[src/rtl/word_packet_grouper_pkg.sv]
package word_packet_grouper_pkg;

  typedef enum logic {
    GS_COLLECT = 1'b0,
    GS_DRAIN   = 1'b1
  } grp_state_e;

  typedef struct packed {
    logic by_match;
    logic by_count;
    logic by_full;
  } close_cause_t;

endpackage

[src/rtl/pg_stamp_counter.sv]
module pg_stamp_counter #(
  parameter int TS_W = 32
) (
  input  logic            clk,
  input  logic            rst_n,
  output logic [TS_W-1:0] now
);

  always_ff @(posedge clk) begin
    if (!rst_n) now <= '0;
    else        now <= now + TS_W'(1);
  end

endmodule

[src/rtl/pg_close_detect.sv]
module pg_close_detect
  import word_packet_grouper_pkg::*;
#(
  parameter int WORD_W = 9,
  parameter int DEPTH  = 16,
  parameter int CNT_W  = $clog2(DEPTH + 1)
) (
  input  logic              cfg_delim_en,
  input  logic [WORD_W-1:0] cfg_delim,
  input  logic [CNT_W-1:0]  cfg_len,
  input  logic [WORD_W-1:0] word,
  input  logic [CNT_W-1:0]  count_after,
  output logic              bypass,
  output close_cause_t      cause,
  output logic              close_now,
  output logic              forced
);

  localparam logic [CNT_W-1:0] FULL_CNT = CNT_W'(DEPTH);

  always_comb begin
    bypass         = !cfg_delim_en && (cfg_len == '0);
    cause.by_match = cfg_delim_en && (word == cfg_delim);
    cause.by_count = (cfg_len != '0) && (count_after == cfg_len);
    cause.by_full  = (count_after == FULL_CNT);
    close_now      = !bypass && (cause.by_match || cause.by_count || cause.by_full);
    forced         = cause.by_full && !cause.by_match && !cause.by_count;
  end

endmodule

[src/rtl/pg_word_store.sv]
module pg_word_store #(
  parameter int WORD_W = 9,
  parameter int DEPTH  = 16,
  parameter int AW     = (DEPTH > 1) ? $clog2(DEPTH) : 1
) (
  input  logic              clk,
  input  logic              we,
  input  logic [AW-1:0]     waddr,
  input  logic [WORD_W-1:0] wdata,
  input  logic [AW-1:0]     raddr,
  output logic [WORD_W-1:0] rdata
);

  logic [WORD_W-1:0] mem [DEPTH];

  always_ff @(posedge clk) begin
    if (we) mem[waddr] <= wdata;
  end

  assign rdata = mem[raddr];

endmodule

[src/rtl/word_packet_grouper.sv]
module word_packet_grouper
  import word_packet_grouper_pkg::*;
#(
  parameter int WORD_W = 9,
  parameter int DEPTH  = 16,
  parameter int TS_W   = 32
) (
  input  logic                         clk,
  input  logic                         rst_n,
  input  logic                         cfg_delim_en,
  input  logic [WORD_W-1:0]            cfg_delim,
  input  logic [$clog2(DEPTH+1)-1:0]   cfg_len,
  input  logic                         in_valid,
  output logic                         in_ready,
  input  logic [WORD_W-1:0]            in_word,
  input  logic [TS_W-1:0]              in_ts,
  output logic                         out_valid,
  input  logic                         out_ready,
  output logic [WORD_W-1:0]            out_word,
  output logic                         out_last,
  output logic                         pkt_done,
  output logic [$clog2(DEPTH+1)-1:0]   pkt_len,
  output logic [TS_W-1:0]              pkt_start_ts,
  output logic [TS_W-1:0]              pkt_end_ts,
  output logic                         pkt_ovf
);

  localparam int CNT_W = $clog2(DEPTH + 1);
  localparam int AW    = (DEPTH > 1) ? $clog2(DEPTH) : 1;

  grp_state_e        state_q;
  logic [CNT_W-1:0]  wr_cnt_q;
  logic [AW-1:0]     rd_ptr_q;
  logic [TS_W-1:0]   first_ts_q;
  logic [TS_W-1:0]   now;

  logic              accept;
  logic              store_we;
  logic [CNT_W-1:0]  count_after;
  logic              bypass;
  close_cause_t      cause;
  logic              close_now;
  logic              forced;
  logic              final_word;
  logic              final_hs;
  logic [WORD_W-1:0] store_rdata;

  pg_stamp_counter #(.TS_W(TS_W)) u_stamp (
    .clk   (clk),
    .rst_n (rst_n),
    .now   (now)
  );

  assign in_ready    = (state_q == GS_COLLECT);
  assign accept      = in_valid && in_ready;
  assign count_after = wr_cnt_q + CNT_W'(1);
  assign store_we    = accept && !bypass;

  pg_close_detect #(
    .WORD_W (WORD_W),
    .DEPTH  (DEPTH),
    .CNT_W  (CNT_W)
  ) u_close (
    .cfg_delim_en (cfg_delim_en),
    .cfg_delim    (cfg_delim),
    .cfg_len      (cfg_len),
    .word         (in_word),
    .count_after  (count_after),
    .bypass       (bypass),
    .cause        (cause),
    .close_now    (close_now),
    .forced       (forced)
  );

  pg_word_store #(
    .WORD_W (WORD_W),
    .DEPTH  (DEPTH),
    .AW     (AW)
  ) u_store (
    .clk   (clk),
    .we    (store_we),
    .waddr (wr_cnt_q[AW-1:0]),
    .wdata (in_word),
    .raddr (rd_ptr_q),
    .rdata (store_rdata)
  );

  assign out_valid  = (state_q == GS_DRAIN);
  assign out_word   = store_rdata;
  assign final_word = (CNT_W'(rd_ptr_q) == (pkt_len - CNT_W'(1)));
  assign out_last   = out_valid && final_word;
  assign final_hs   = out_valid && out_ready && final_word;

  // collection and drain control
  always_ff @(posedge clk) begin
    if (!rst_n) begin
      state_q    <= GS_COLLECT;
      wr_cnt_q   <= '0;
      rd_ptr_q   <= '0;
      first_ts_q <= '0;
    end else begin
      unique case (state_q)
        GS_COLLECT: begin
          if (store_we) begin
            if (wr_cnt_q == '0) first_ts_q <= in_ts;
            if (close_now) begin
              state_q  <= GS_DRAIN;
              wr_cnt_q <= '0;
              rd_ptr_q <= '0;
            end else begin
              wr_cnt_q <= count_after;
            end
          end
        end
        GS_DRAIN: begin
          if (out_ready) begin
            if (final_hs) state_q <= GS_COLLECT;
            else          rd_ptr_q <= rd_ptr_q + AW'(1);
          end
        end
        default: state_q <= GS_COLLECT;
      endcase
    end
  end

  // packet descriptor, held until the next close
  always_ff @(posedge clk) begin
    if (!rst_n) begin
      pkt_done     <= 1'b0;
      pkt_len      <= '0;
      pkt_start_ts <= '0;
      pkt_end_ts   <= '0;
      pkt_ovf      <= 1'b0;
    end else begin
      pkt_done <= store_we && close_now;
      if (store_we && close_now) begin
        pkt_len      <= count_after;
        pkt_start_ts <= (wr_cnt_q == '0) ? in_ts : first_ts_q;
        pkt_end_ts   <= now;
        pkt_ovf      <= forced;
      end
    end
  end

endmodule

[config.mk]
export PLATFORM = sky130hd
export DESIGN_NAME = word_packet_grouper
export DESIGN_NICKNAME = d
export VERILOG_FILES = /design/src/rtl/word_packet_grouper_pkg.sv /design/src/rtl/pg_stamp_counter.sv /design/src/rtl/pg_close_detect.sv /design/src/rtl/pg_word_store.sv /design/src/rtl/word_packet_grouper.sv
export SDC_FILE = /design/constraint.sdc
export NUM_CORES = 1
export LEC_CHECK = 0
export BUFFER_PORTS_ARGS = -buffer_cell sky130_fd_sc_hd__buf_2
export CORE_MARGIN = 1.5
export CORE_UTILIZATION = 45
export CTS_CLUSTER_SIZE = 25
export DETAILED_ROUTE_END_ITERATION = 8
export MAX_ROUTING_LAYER = met4
export SYNTH_ARGS = -nofsm -noshare
export SYNTH_HDL_FRONTEND = slang
export SYNTH_HIERARCHICAL = 1
export SYNTH_SLANG_ARGS = --single-unit
[constraint.sdc]
create_clock -name clk -period 6.46 [get_ports clk]
set_clock_uncertainty 0.05 [all_clocks]
set_input_delay 1.292 -clock clk [delete_from_list [all_inputs] [get_ports clk]]
set_output_delay 1.292 -clock clk [all_outputs]
set_load 0.01 [all_outputs]
# ---- Word-level counts from Yosys, hierarchy flattened
# Memories as Yosys holds them, arrays and structs flattened. A register that Yosys moved wholly into a read port is not among the register bits.
# Index checks and enable logic that the tools add are counted.
dict set report word_totals {
  regBits 145
  latchBits 0
  mem_bits_rw 144
  mem_bits_ro 0
  output_inout_bits 83
  elab_cells 63
  mem_count 1
}
# name depth word_bits rd rd_clocked_by_memory_dff write_ports line_no
set mem_list {}
lappend mem_list {u_store.mem 16 9 1 1 1 pg_word_store.sv:14} ;# logic [WORD_W-1:0] mem [DEPTH];
dict set report op_classes {
  add_sub_neg 4
  n_mul 0
  div 0
  order_cmp 0
  n_eq_ne 8
  shifts 0
  muxes 16
  bitwise 1
  reduce_logical 23
}
# operator count
set ops {}
lappend ops {{$add 32x1->32 const B} 1}
lappend ops {{$mux 32} 1}
lappend ops {{$mux 4} 6}
lappend ops {{$logic_and 1x1->1} 12}
lappend ops {{$logic_not 5->1} 2}
lappend ops {{$eq 9x9->1} 1}
lappend ops {{$pmux 4 s2} 1}
lappend ops {{$mux 1} 6}
lappend ops {{$add 5x1->5 const B} 1}
lappend ops {{$eq 4x5->1} 1}
lappend ops {{$eq 5x5->1} 1}
lappend ops {{$eq 5x5->1 const B} 1}
lappend ops {{$mux 5} 1}
lappend ops {{$reduce_bool 5->1} 1}
lappend ops {{$sub 5x1->5 const B} 1}
lappend ops {{$add 4x1->4 const B} 1}
lappend ops {{$logic_not 1->1} 4}
lappend ops {{$ne 2x1->1 const B} 2}
lappend ops {{$ne 2x2->1 const B} 2}
lappend ops {{$reduce_and 4->1} 1}
lappend ops {{$logic_or 1x1->1} 2}
lappend ops {{$pmux 1 s2} 1}
lappend ops {{$reduce_and 2->1} 1}
lappend ops {{$not 1->1} 1}

# ---- Depth between registers and ports, before layout
# Gate-level depths: netlist (run 1).
dict set report depth {
  depth_word 11
  ltp_mapped 14
  ltp_nobuf 11
}

# ---- Cells and area by module
# The synthesis (run 1) kept the hierarchy.
# mod n_inst cells_each area_per_inst_um2 seq_area_each_um2
set modules_own_cells {}
lappend modules_own_cells {pg_word_store 1 245 5600.4 4324.1}
lappend modules_own_cells {word_packet_grouper 1 530 4760.8 2262.2}
lappend modules_own_cells {pg_stamp_counter 1 168 1466.4 640.6}
lappend modules_own_cells {pg_close_detect 1 28 229.0 0.0}

# ---- Worst setup path after synthesis (run 1)
# No wires, ideal clock.
dict set report synth_timing {
  path_type {input to register}
  from {input port cfg_len[1]}
  to {memory u_store.mem[0][0], enable pin}
  setup_ps 387
  t_arrival_ps 3027
  setup_slack_ps 2997
  stages 9
  n_path_buf 0
  cell_sequence {or4_4 nor2_4 nand2_1 inv_1 inv_1 nand3_4 inv_2 or3b_2 nor3_1}
}
dict set report synth_between {
  elab_chain_cells 6
}
# item line_no
set synth_rtl {}
lappend synth_rtl {{start, declared} word_packet_grouper.sv:12} ;# input logic [$clog2(DEPTH+1)-1:0] cfg_len,
lappend synth_rtl {{$logic_not 5->1} pg_close_detect.sv:22} ;# bypass = !cfg_delim_en && (cfg_len == '0);
lappend synth_rtl {{$logic_and 1x1->1} pg_close_detect.sv:22}
lappend synth_rtl {{net bypass} word_packet_grouper.sv:40} ;# logic bypass;
lappend synth_rtl {{$logic_not 1->1} word_packet_grouper.sv:57} ;# assign store_we = accept && !bypass;
lappend synth_rtl {{$logic_and 1x1->1} word_packet_grouper.sv:57}
lappend synth_rtl {{net store_we} word_packet_grouper.sv:38} ;# logic store_we;
lappend synth_rtl {{$mux 1} pg_word_store.sv:17} ;# if (we) mem[waddr] <= wdata;
lappend synth_rtl {{$mux 1 (implied by the code)} pg_word_store.sv:17}
lappend synth_rtl {{end, declared} pg_word_store.sv:14}
# The timed path passes the listed nets, and every way through them passes these cells.

==> run metrics, run 1 <==
Synth area leaders sky130_fd_sc_hd__edfxtp_1 (36%), sky130_fd_sc_hd__dfxtp_1 (24%), sky130_fd_sc_hd__nand2_1 (6.2%); detailed-placement wirelength estimate 17200 um; post-synthesis instance area 12100 um2; via count 7775; clock root buffer sky130_fd_sc_hd__clkbuf_16; weighted congestion reported at the end of routability-driven placement 0.772; clk sinks 289; area occupied by multi-input gates 4450 um2; residual antenna-violating net count after detailed routing 0; outcome complete, but fails checks; die height 167 um; clock-pin slew reported for the worst setup and hold paths after clock tree synthesis 60 ps; sum of overflow across all layers after global routing 0; Initial Utilization 46.0%; number of maximum-capacitance constraint violations 0; number of setup violations in the final report 0; share of flip-flops with an asynchronous set or reset 0%; most numerous cell in the Yosys netlist sky130_fd_sc_hd__nand2_1; most common flop cell mapped by yosys sky130_fd_sc_hd__dfxtp_1; CP endpoint kind primary output; count of cells resized by post-cts repair 0; most instantiated cells after synthesis sky130_fd_sc_hd__nand2_1 (200), sky130_fd_sc_hd__dfxtp_1 (145), sky130_fd_sc_hd__edfxtp_1 (144), sky130_fd_sc_hd__a21boi_0 (37), sky130_fd_sc_hd__mux2i_1 (37); cell accounting for the most synthesized area sky130_fd_sc_hd__edfxtp_1; required time of the critical path 5120 ps; Synth Net Count 1036; Pwr Density 281 nW/um2; Final Max Slew Viols 0; Critical path buffers and inverters 2; classification of the worst setup path reg2out; global-route wire length before repair 42000 um; layout overhead on the synthesized area 15.7%; top cell type's share of synthesized area 35.9%; Static Leak 5.44 nW; Cell Rows 59; post-synthesis area per instance 12.4 um2; clock network latency to the later pin of the worst-skew pair 560 ps; number of global-route vias before repair 7459; hold crit path type reg2reg; gate count of the mapped netlist 971; dpl cells 1399; CP Data Arrival Time 3020 ps; pin count of the biggest net entering global routing 94; Tmin final 4360 ps; width of the die 167 um; number of hold-repair buffers added at the cts stage 0; setup repair after global routing missed its margin false; ratio of cells with drive above 1 in the final layout 21.8%; highest ir drop seen on vdd 0.183 mV; first-pass detailed-route iteration total 7; DRC violation count after routing 5; worst max-slew margin expressed relative to the limit 20.4%; total setup buffers inserted after CTS 0; gate family responsible for the most delay along the worst path flip-flops; CTS tree done; count of buffers from port buffering 142; core region area 26200 um2; failing checks DRC; sequential area share after synthesis 59.9%; library cells used by synthesis 63; total negative slack 0 ps; antenna violations before repair 1; CP max stage cell sky130_fd_sc_hd__dfxtp_2; number of enable flip-flop cells after synthesis 144; # IOs 143; total wire length 27100 um; part of the cycle the worst path needs 67.5%; final hold violations 0; clock buffer count from CTS 31; number of vias per cell 5.33; Avg WL per Cell 18.6 um; Total GRT Usage 19.9%; number of nets in the finished design 1162; Worst Tran Pin Value 1190 ps; DRT iter0 DRCs 604; count of state elements after synthesis 289; Max Root-Sink Buffers 3; crit path launch type flip-flop; Die Footprint 27800 um2; H-tree level count 1; longest individual stage delay on the worst path 920 ps; crit path cell chain buf_4 -> mux4_1 -> a22oi_1 -> nand2_1 -> buf_2; area taken by flip-flops and latches 7230 um2; CP Max Fanout 29; Achievable Freq 229 MHz; Synth warnings 6; count of placed standard cells in the final layout, fillers left out 1458; count of fill cells added during filler insertion 2263
cells by family after synthesis:
kind of cell / after synthesis / synth area share (%)
simple gates: 326 / 12.8
xor+xnor: 31 / 2.25
mux: 73 / 10.3
fa+ha+maj: 5 / 0.519
buf+inv: 75 / 3.36
compound gates: 172 / 10.9
flops: 289 / 59.9
cell type report:
| type | instances | share of cell area, % |
|---|---|---|
| Clock buffer | 35 | 5.67 |
| Multi-Input combinational cell | 607 | 31.9 |
| Inverter | 16 | 0.439 |
| Clock inverter | 23 | 1.52 |
| Antenna cell | 1 | 0.0179 |
| Timing Repair Buffer | 152 | 5.65 |
| Tap cell | 335 | 3.00 |
| Sequential cell | 289 | 51.8 |
through the flow:
step	utilization [%]	setup slack, ps	cell area (um2)	hold slack, ps	power, mW
floorplan	-	3000	12100	384	2.15
global route	53.2	1850	14000	421	4.07
detailed placement	49.4	2370	12900	395	2.23
finish	53.2	2100	14000	403	3.92
global placement	49.4	2450	12900	390	2.23
CTS	53.2	2000	13900	404	3.97
registers in the layout (all words and copies together) (netlist names):
register and flops:
pkt_start_ts 32, u_stamp/now 32, pkt_end_ts 32, pkt_done 1
u_store/mem 144, rd_ptr_q 4, pkt_ovf 1, out_valid 1
first_ts_q 32, pkt_len 5, wr_cnt_q 5
where the power goes:
group,total [mW],switching (mW),internal [mW]
Combinational,0.217,0.129,0.0883
Sequential,1.97,0.0189,1.96
Clock,1.73,0.731,1.00
per-layer routing:
layer	GRT usage, %	vias up	routed length [um]	share of wire (%)
met5	-	-	0	0
met4	4.70	0	466	1.7
met3	4.75	40	1660	6.1
met2	32.0	154	13000	48
met1	25.6	3772	12000	44
li1	-	3809	-	-
cell usage in the layout (no fill, tap or decap), types with 7 or more instances in the layout:
cell,netlist,routed
sky130_fd_sc_hd__a21boi_0,37,37
sky130_fd_sc_hd__a21boi_1,30,30
sky130_fd_sc_hd__a21oi_1,22,22
sky130_fd_sc_hd__a22oi_1,18,18
sky130_fd_sc_hd__buf_2,18,141
sky130_fd_sc_hd__buf_4,7,11
sky130_fd_sc_hd__clkbuf_16,0,31
sky130_fd_sc_hd__clkinvlp_4,0,7
sky130_fd_sc_hd__dfxtp_1,145,144
sky130_fd_sc_hd__edfxtp_1,144,144
sky130_fd_sc_hd__inv_1,12,12
sky130_fd_sc_hd__mux2i_1,37,37
sky130_fd_sc_hd__mux4_1,15,15
sky130_fd_sc_hd__mux4_2,21,21
sky130_fd_sc_hd__nand2_1,200,200
sky130_fd_sc_hd__nand3_1,16,16
sky130_fd_sc_hd__nand4_1,8,8
sky130_fd_sc_hd__nor2_1,27,27
sky130_fd_sc_hd__o211a_1,35,35
sky130_fd_sc_hd__o21ai_0,8,8
sky130_fd_sc_hd__o31ai_1,11,11
sky130_fd_sc_hd__or3_1,8,8
sky130_fd_sc_hd__or4_1,13,13
sky130_fd_sc_hd__xnor2_1,21,21
sky130_fd_sc_hd__xor2_1,10,10
worst register-to-register path: cells and delay by family, from the launching register on:
family	cells	cell delay [ps]
flip-flops	1	620
buffers and inverters	2	650
XOR/XNOR	2	490
AO/OA/AOI/OAI	2	480
AND/OR/NAND/NOR	5	1180
adder cells (fa/ha/maj)	1	320
worst paths after layout:
kind | from | to | slack (ps) | cells past startpoint
worst max-delay path | rd_ptr_q[0] | out_word[1] | 2100 | 5
worst min register to register | first_ts_q[7] | first_ts_q[7] | 400 | 2
worst min-delay path | first_ts_q[7] | first_ts_q[7] | 400 | 2
worst max register to register | wr_cnt_q[0] | pkt_end_ts[5] | 2570 | 12
No activity file was read; power rests on OpenSTA's default activity.
==> run 2: changes to the inputs <==
--- a/config.mk
+++ b/config.mk
@@ -11,6 +11,7 @@
 export CTS_CLUSTER_SIZE = 25
 export DETAILED_ROUTE_END_ITERATION = 8
 export MAX_ROUTING_LAYER = met4
+export PLACE_DENSITY = 0.67
 export SYNTH_ARGS = -nofsm -noshare
 export SYNTH_HDL_FRONTEND = slang
 export SYNTH_HIERARCHICAL = 1
==> constraint.sdc (replaced) <==
create_clock -name clk -period 3.6 [get_ports clk]
set_clock_uncertainty 0.05 [all_clocks]
set_input_delay 0.72 -clock clk [delete_from_list [all_inputs] [get_ports clk]]
set_output_delay 0.72 -clock clk [all_outputs]
set_load 0.01 [all_outputs]
==> run 2 against run 1 <==
  * The flow still finishes with violations (DRC)
  * Sequential cell count unchanged
  * Register-to-register slack got worse by 2200 ps
  * Die area is the same
  * Core utilization increased by 0.77 points
  * Final cell count rose by 1.0%
  * Combinational power up 83%
  * Worst hold slack got worse by 38 ps
  * Final area increased by 1.4%
  * Sequential share of layout area decreased by 0.74 points
  * Via count increased by 3.2%
  * Critical path type is now reg2reg
  * Largest cell class unchanged
==> run metrics, run 2 (synthesized netlist as in run 1, its figures left out) <==
uppermost layer routed met4; Design Power 7.12 mW; H-tree level count 1; worst hold-check slack 366 ps; weighted congestion reported at the end of routability-driven placement 0.775; Worst Tran Pin Value 951 ps; CP Data Arrival Time 3650 ps; count of buffers from port buffering 142; Tmin final 3240 ps; Final Max Slew Viols 0; hold crit path type in2reg; total negative slack 0 ps; Critical path buffers and inverters 2; first-pass detailed-route iteration total 7; total wire length 26900 um; sum of overflow across all layers after global routing 0; Die Footprint 27800 um2; DRC violation count after routing 4; core region area 26200 um2; count of placed standard cells in the final layout, fillers left out 1473; number of maximum-capacitance constraint violations 0; total met3 wirelength after detailed routing 2160 um; worst max-slew margin expressed relative to the limit 36.4%; classification of the worst setup path reg2reg; highest ir drop seen on vdd 0.354 mV; Static Leak 5.58 nW; outcome complete, but fails checks; cell area after layout 14200 um2; crit path cell chain ha_1 -> nand3_1 -> xor2_1 -> inv_1 -> xnor2_1 -> nand3_1 -> nor4_2 -> o31a_1 -> and2_4 -> buf_4 -> o21ai_0 -> a31oi_1; CTS tree done; Total GRT Usage 19.9%; Pwr Density 503 nW/um2; Initial Utilization 46.0%; part of the cycle the worst path needs 89.9%; layout overhead on the synthesized area 17.4%; clock root buffer sky130_fd_sc_hd__clkbuf_16; DRT iter0 DRCs 590; cell with the most instances on the worst path sky130_fd_sc_hd__nand3_1; largest register by flop count u_store/mem; number of global-route vias before repair 7731; commonest cells after routing, fill and taps aside sky130_fd_sc_hd__nand2_1 (200), sky130_fd_sc_hd__dfxtp_1 (144), sky130_fd_sc_hd__edfxtp_1 (144), sky130_fd_sc_hd__buf_2 (141); residual antenna-violating net count after detailed routing 0; antenna violations before repair 2; ratio of cells with drive above 1 in the final layout 22.5%; pin count of the biggest net entering global routing 49; clock buffer count from CTS 30; number of vias per cell 5.44; required time of the critical path 4020 ps; CP endpoint kind flip-flop; count of cells resized by post-cts repair 0; worst slack at placement 416 ps; CP max stage cell sky130_fd_sc_hd__dfxtp_1; number of nets in the finished design 1179; Achievable Freq 309 MHz; clock network latency to the later pin of the worst-skew pair 550 ps; detailed-placement wirelength estimate 17300 um; final hold violations 0; number of hold-repair buffers added at the cts stage 0; failing checks DRC; number of setup violations in the final report 0; gate family responsible for the most delay along the worst path simple AND/OR/NAND/NOR gates; longest individual stage delay on the worst path 550 ps; Max Root-Sink Buffers 3; clk sinks 289; crit path launch type flip-flop; setup repair after global routing missed its margin false; detailed route wirelength on metal2 12100 um; die height 167 um; global-route wire length before repair 42400 um; Post-Route Utilization 54.0%; Avg WL per Cell 18.3 um; CP Max Fanout 16; placed instance area 13100 um2; total setup buffers inserted after CTS 0; most common cell after layout, fill and taps aside sky130_fd_sc_hd__nand2_1; # IOs 143; dpl cells 1417; via count 8020; Cell Rows 59; clock-pin slew reported for the worst setup and hold paths after clock tree synthesis 60 ps; Routed met1 length 12100 um; flip-flop count of the largest register, all copies and words added 144; width of the die 167 um; worst path setup slack after routing 363 ps
-- run 2: changes by cell type in the layout (fill, tap and decap cells not counted), sizes merged --
| cell | before | now |
|---|---|---|
| clkinv | 9 | 10 |
| clkbuf | 35 | 40 |
| inv | 16 | 14 |
| diode | 1 | 2 |
| clkinvlp | 11 | 2 |
| buf | 152 | 170 |
| bufinv | 3 | 4 |
-- run 2: power by group --
part	internal (mW)	switching, mW	total (mW)
clock network	1.95	1.24	3.19
logic	0.161	0.236	0.397
registers	3.51	0.0311	3.54
total	5.62	1.51	7.12
-- run 2: final cells by class --
class / instances / area, um2
antenna: 2 / 5.00
clock buffer: 40 / 860
clock inverter: 14 / 173
fill: 2227 / 12100
inverter: 16 / 61.3
multi-input combinational: 607 / 4430
sequential: 289 / 7230
tap: 335 / 419
timing repair buffer: 170 / 973
-- run 2: per-layer routing --
layer	global-route usage (%)	vias up
li1	-	3849
met1	27.6	3880
met2	29.7	247
met3	4.47	44
met4	5.06	0
met5	-	-
-- run 2: worst register-to-register path, delay by kind of cell, from the launching register on --
| family | cells | cell delay [ps] |
|---|---|---|
| compound gates | 3 | 600 |
| buf+inv | 2 | 400 |
| simple gates | 4 | 800 |
| xor+xnor | 2 | 450 |
| flops | 1 | 550 |
| fa+ha+maj | 1 | 300 |
-- run 2: final timing paths --
kind,from,to,slack (ps),depth (start not counted)
max,wr_cnt_q[0],out_valid,360,12
min,in_ts[6],first_ts_q[6],370,3
max reg2reg,wr_cnt_q[0],out_valid,360,12
min reg2reg,first_ts_q[24],first_ts_q[24],400,2
==> run 3: changes to the inputs <==
==> constraint.sdc (replaced) <==
create_clock -name clk -period 2.6 [get_ports clk]
set_clock_uncertainty 0.05 [all_clocks]
set_input_delay 0.52 -clock clk [delete_from_list [all_inputs] [get_ports clk]]
set_output_delay 0.52 -clock clk [all_outputs]
set_load 0.01 [all_outputs]
==> run 3 against run 2 <==
  * The run ends with DRC, setup timing left
  * Register-to-register slack got worse by 310 ps
  * Sequential power up 38%
  * Worst hold slack lost 190 ps
  * Critical path depth down 7
  * Final area up 7.5%
  * Die area stayed put
  * Non-clock buffer count grew 55
  * Sequential share of layout area decreased by 3.5 points
  * Via count rose by 4.6%
  * Largest cell class unchanged
  * Highest routed layer unchanged
==> run metrics, run 3 (synthesized netlist as in run 1, its figures left out) <==
Static Leak 6.03 nW; DRT iter0 DRCs 504; total wire length 29300 um; count of fill cells added during filler insertion 2121; Post-Route Utilization 58.0%; number of maximum-capacitance constraint violations 0; outcome complete, but fails checks; Logic pwr share 6.7%; flip-flop count of the largest register, all copies and words added 144; most common cell after layout, fill and taps aside sky130_fd_sc_hd__nand2_1; clock buffer count from CTS 31; clock root buffer sky130_fd_sc_hd__clkbuf_16; CP Max Fanout 14; clock network latency to the later pin of the worst-skew pair 530 ps; first-pass detailed-route iteration total 7; pin count of the biggest net entering global routing 53; Avg WL per Cell 19.1 um; # IOs 143; hold path endpoint out_valid; core region area 26200 um2; weighted congestion reported at the end of routability-driven placement 0.796; clock power share 45.5%; number of hold-repair buffers added at the cts stage 0; CP Data Arrival Time 2170 ps; clk sinks 289; Achievable Freq 365 MHz; die height 167 um; CP endpoint kind primary output; count of buffers from port buffering 142; flop2flop setup slack 50 ps; crit path launch type flip-flop; start point of the worst min-delay path out_ready; worst hold stages 2; Critical path buffers and inverters 2; ratio of cells with drive above 1 in the final layout 30.5%; width of the die 167 um; residual antenna-violating net count after detailed routing 0; antenna violations before repair 3; Cell Rows 59; Worst Tran Pin Value 1280 ps; longest individual stage delay on the worst path 550 ps; number of global-route vias before repair 7998; classification of the worst setup path reg2out; failing checks DRC, setup timing; switching power as a share of total power 20.9%; Final Max Slew Viols 0; reg-to-reg endpoint pkt_end_ts[25]; Die Footprint 27800 um2; reg2reg start wr_cnt_q[1]; Power Internal 8.11 mW; number of nets in the finished design 1236; CP max stage cell sky130_fd_sc_hd__mux4_2; relative contribution of sequential cells to total power 47.8%; worst path setup slack after routing -136 ps; Initial Utilization 46.0%; gate family responsible for the most delay along the worst path multiplexers; switching power of the nets 2.14 mW; worst reg2reg path depth 14; CTS tree done; Pwr Density 673 nW/um2; detailed-placement wirelength estimate 18300 um; part of the cycle the worst path needs 105%; required time of the critical path 2030 ps; number of setup violations in the final report 9; Total GRT Usage 20.1%; H-tree level count 1; worst max-slew margin expressed relative to the limit 14.0%; crit path cell chain buf_12 -> mux4_2 -> a22oi_2 -> nand2_1 -> buf_2; clock-pin slew reported for the worst setup and hold paths after clock tree synthesis 60 ps; sum of overflow across all layers after global routing 0; hold crit path type in2reg; Tmin final 2740 ps; worst slack at placement -187 ps; layout overhead on the synthesized area 26.2%; highest ir drop seen on vdd 0.454 mV; commonest cells after routing, fill and taps aside sky130_fd_sc_hd__nand2_1 (189), sky130_fd_sc_hd__edfxtp_1 (144), sky130_fd_sc_hd__buf_2 (139), sky130_fd_sc_hd__dfxtp_1 (138), sky130_fd_sc_hd__a21boi_1 (53); setup repair after global routing missed its margin true; Max Root-Sink Buffers 3; final hold violations 0; global-route wire length before repair 43400 um; DRC violation count after routing 4; number of vias per cell 5.47; via count 8389; largest register by flop count u_store/mem
-- run 3: cell count changes in the layout (fill, tap and decap cells not counted), moves of 7 or more --
cell / previous run / this run
sky130_fd_sc_hd__buf_6: 0 / 13
sky130_fd_sc_hd__a22oi_2: 0 / 12
sky130_fd_sc_hd__a22oi_1: 18 / 6
sky130_fd_sc_hd__buf_12: 4 / 15
sky130_fd_sc_hd__nand2_2: 0 / 8
sky130_fd_sc_hd__clkinv_1: 3 / 10
sky130_fd_sc_hd__nand2_1: 200 / 189
sky130_fd_sc_hd__clkbuf_16: 31 / 41
sky130_fd_sc_hd__mux4_2: 21 / 29
sky130_fd_sc_hd__a21boi_0: 37 / 12
sky130_fd_sc_hd__mux4_1: 15 / 7
sky130_fd_sc_hd__a21boi_1: 30 / 53
sky130_fd_sc_hd__buf_4: 25 / 45
-- run 3: stage by stage --
| stage | power [mW] | instances | instance area (um2) | hold slack, ps | setup TNS [ps] |
|---|---|---|---|---|---|
| after floorplan | 5.35 | 971 | 12100 | 384 | 0 |
| after global placement | 5.60 | 1441 | 13400 | 390 | -3500 |
| after detailed placement | 5.61 | 1441 | 13400 | 396 | -8980 |
| after CTS | 10.3 | 1504 | 14600 | 144 | -1260 |
| after global routing | 10.6 | 1533 | 15200 | 160 | -5940 |
| final | 10.2 | 1533 | 15200 | 172 | -1020 |
-- run 3: final cells by class --
| type | instances | area (um2) | area share [%] |
|---|---|---|---|
| diodes | 3 | 7.51 | 0.0494 |
| clock inverters | 24 | 312 | 2.05 |
| well taps | 335 | 419 | 2.76 |
| clock buffers | 33 | 783 | 5.15 |
| repair buffers | 225 | 1780 | 11.7 |
| multi-input cells | 608 | 4610 | 30.3 |
| inverters | 16 | 61.3 | 0.403 |
| flip-flops and latches | 289 | 7240 | 47.6 |
-- run 3: per-layer routing --
layer,wire length [um],global-route usage (%),vias to the layer above
li1,-,-,3968
met1,13100,27.3,4112
met2,13400,30.0,268
met3,2270,5.13,41
met4,545,5.53,0
met5,0,-,-
-- run 3: repair_timing --
item                       in CTS  in global routing
pin swaps                      10                 10
cloned                          0                 16
setup buffers                   6                 10
hold endpoints to repair        0                  0
setup endpoints to repair      10                 85
resized for setup              29                 70
-- run 3: how the worst max path moves through the flow --
stage | start | cells past startpoint | end | slack, ps
floorplan | wr_cnt_q[0] | 13 | pkt_start_ts[10] | 60
global placement | cfg_len[1] | 10 | u_store/mem[3][0] | -150
detailed placement | cfg_len[3] | 10 | u_store/mem[1][5] | -190
CTS | rd_ptr_q[0] | 5 | out_word[6] | -150
global route | rd_ptr_q[0] | 5 | out_word[2] | -200
finish | rd_ptr_q[0] | 5 | out_word[3] | -140
-- run 3: worst register-to-register path, cell delays in order (launching register included) --
cell and delay [ps]:
sky130_fd_sc_hd__dfxtp_2 360, sky130_fd_sc_hd__ha_4 160, sky130_fd_sc_hd__nand3_2 100, sky130_fd_sc_hd__xor2_2 260
sky130_fd_sc_hd__inv_2 70, sky130_fd_sc_hd__xnor2_1 140, sky130_fd_sc_hd__nand3_1 100, sky130_fd_sc_hd__nor4_2 320
sky130_fd_sc_hd__o31a_1 210, sky130_fd_sc_hd__buf_4 130, sky130_fd_sc_hd__buf_8 110, sky130_fd_sc_hd__nand2_8 90
sky130_fd_sc_hd__clkbuf_16 200, sky130_fd_sc_hd__nand2_1 80, sky130_fd_sc_hd__a21boi_1 70
-- run 3: power by group through the flow --
stage / sequential [mW] / clock (mW) / combinational (mW)
after floorplan: 5.00 / 0 / 0.351
after global placement: 4.99 / 0 / 0.608
after detailed placement: 5.00 / 0 / 0.618
after CTS: 4.90 / 4.77 / 0.634
after global routing: 4.91 / 4.95 / 0.738
final: 4.90 / 4.66 / 0.682
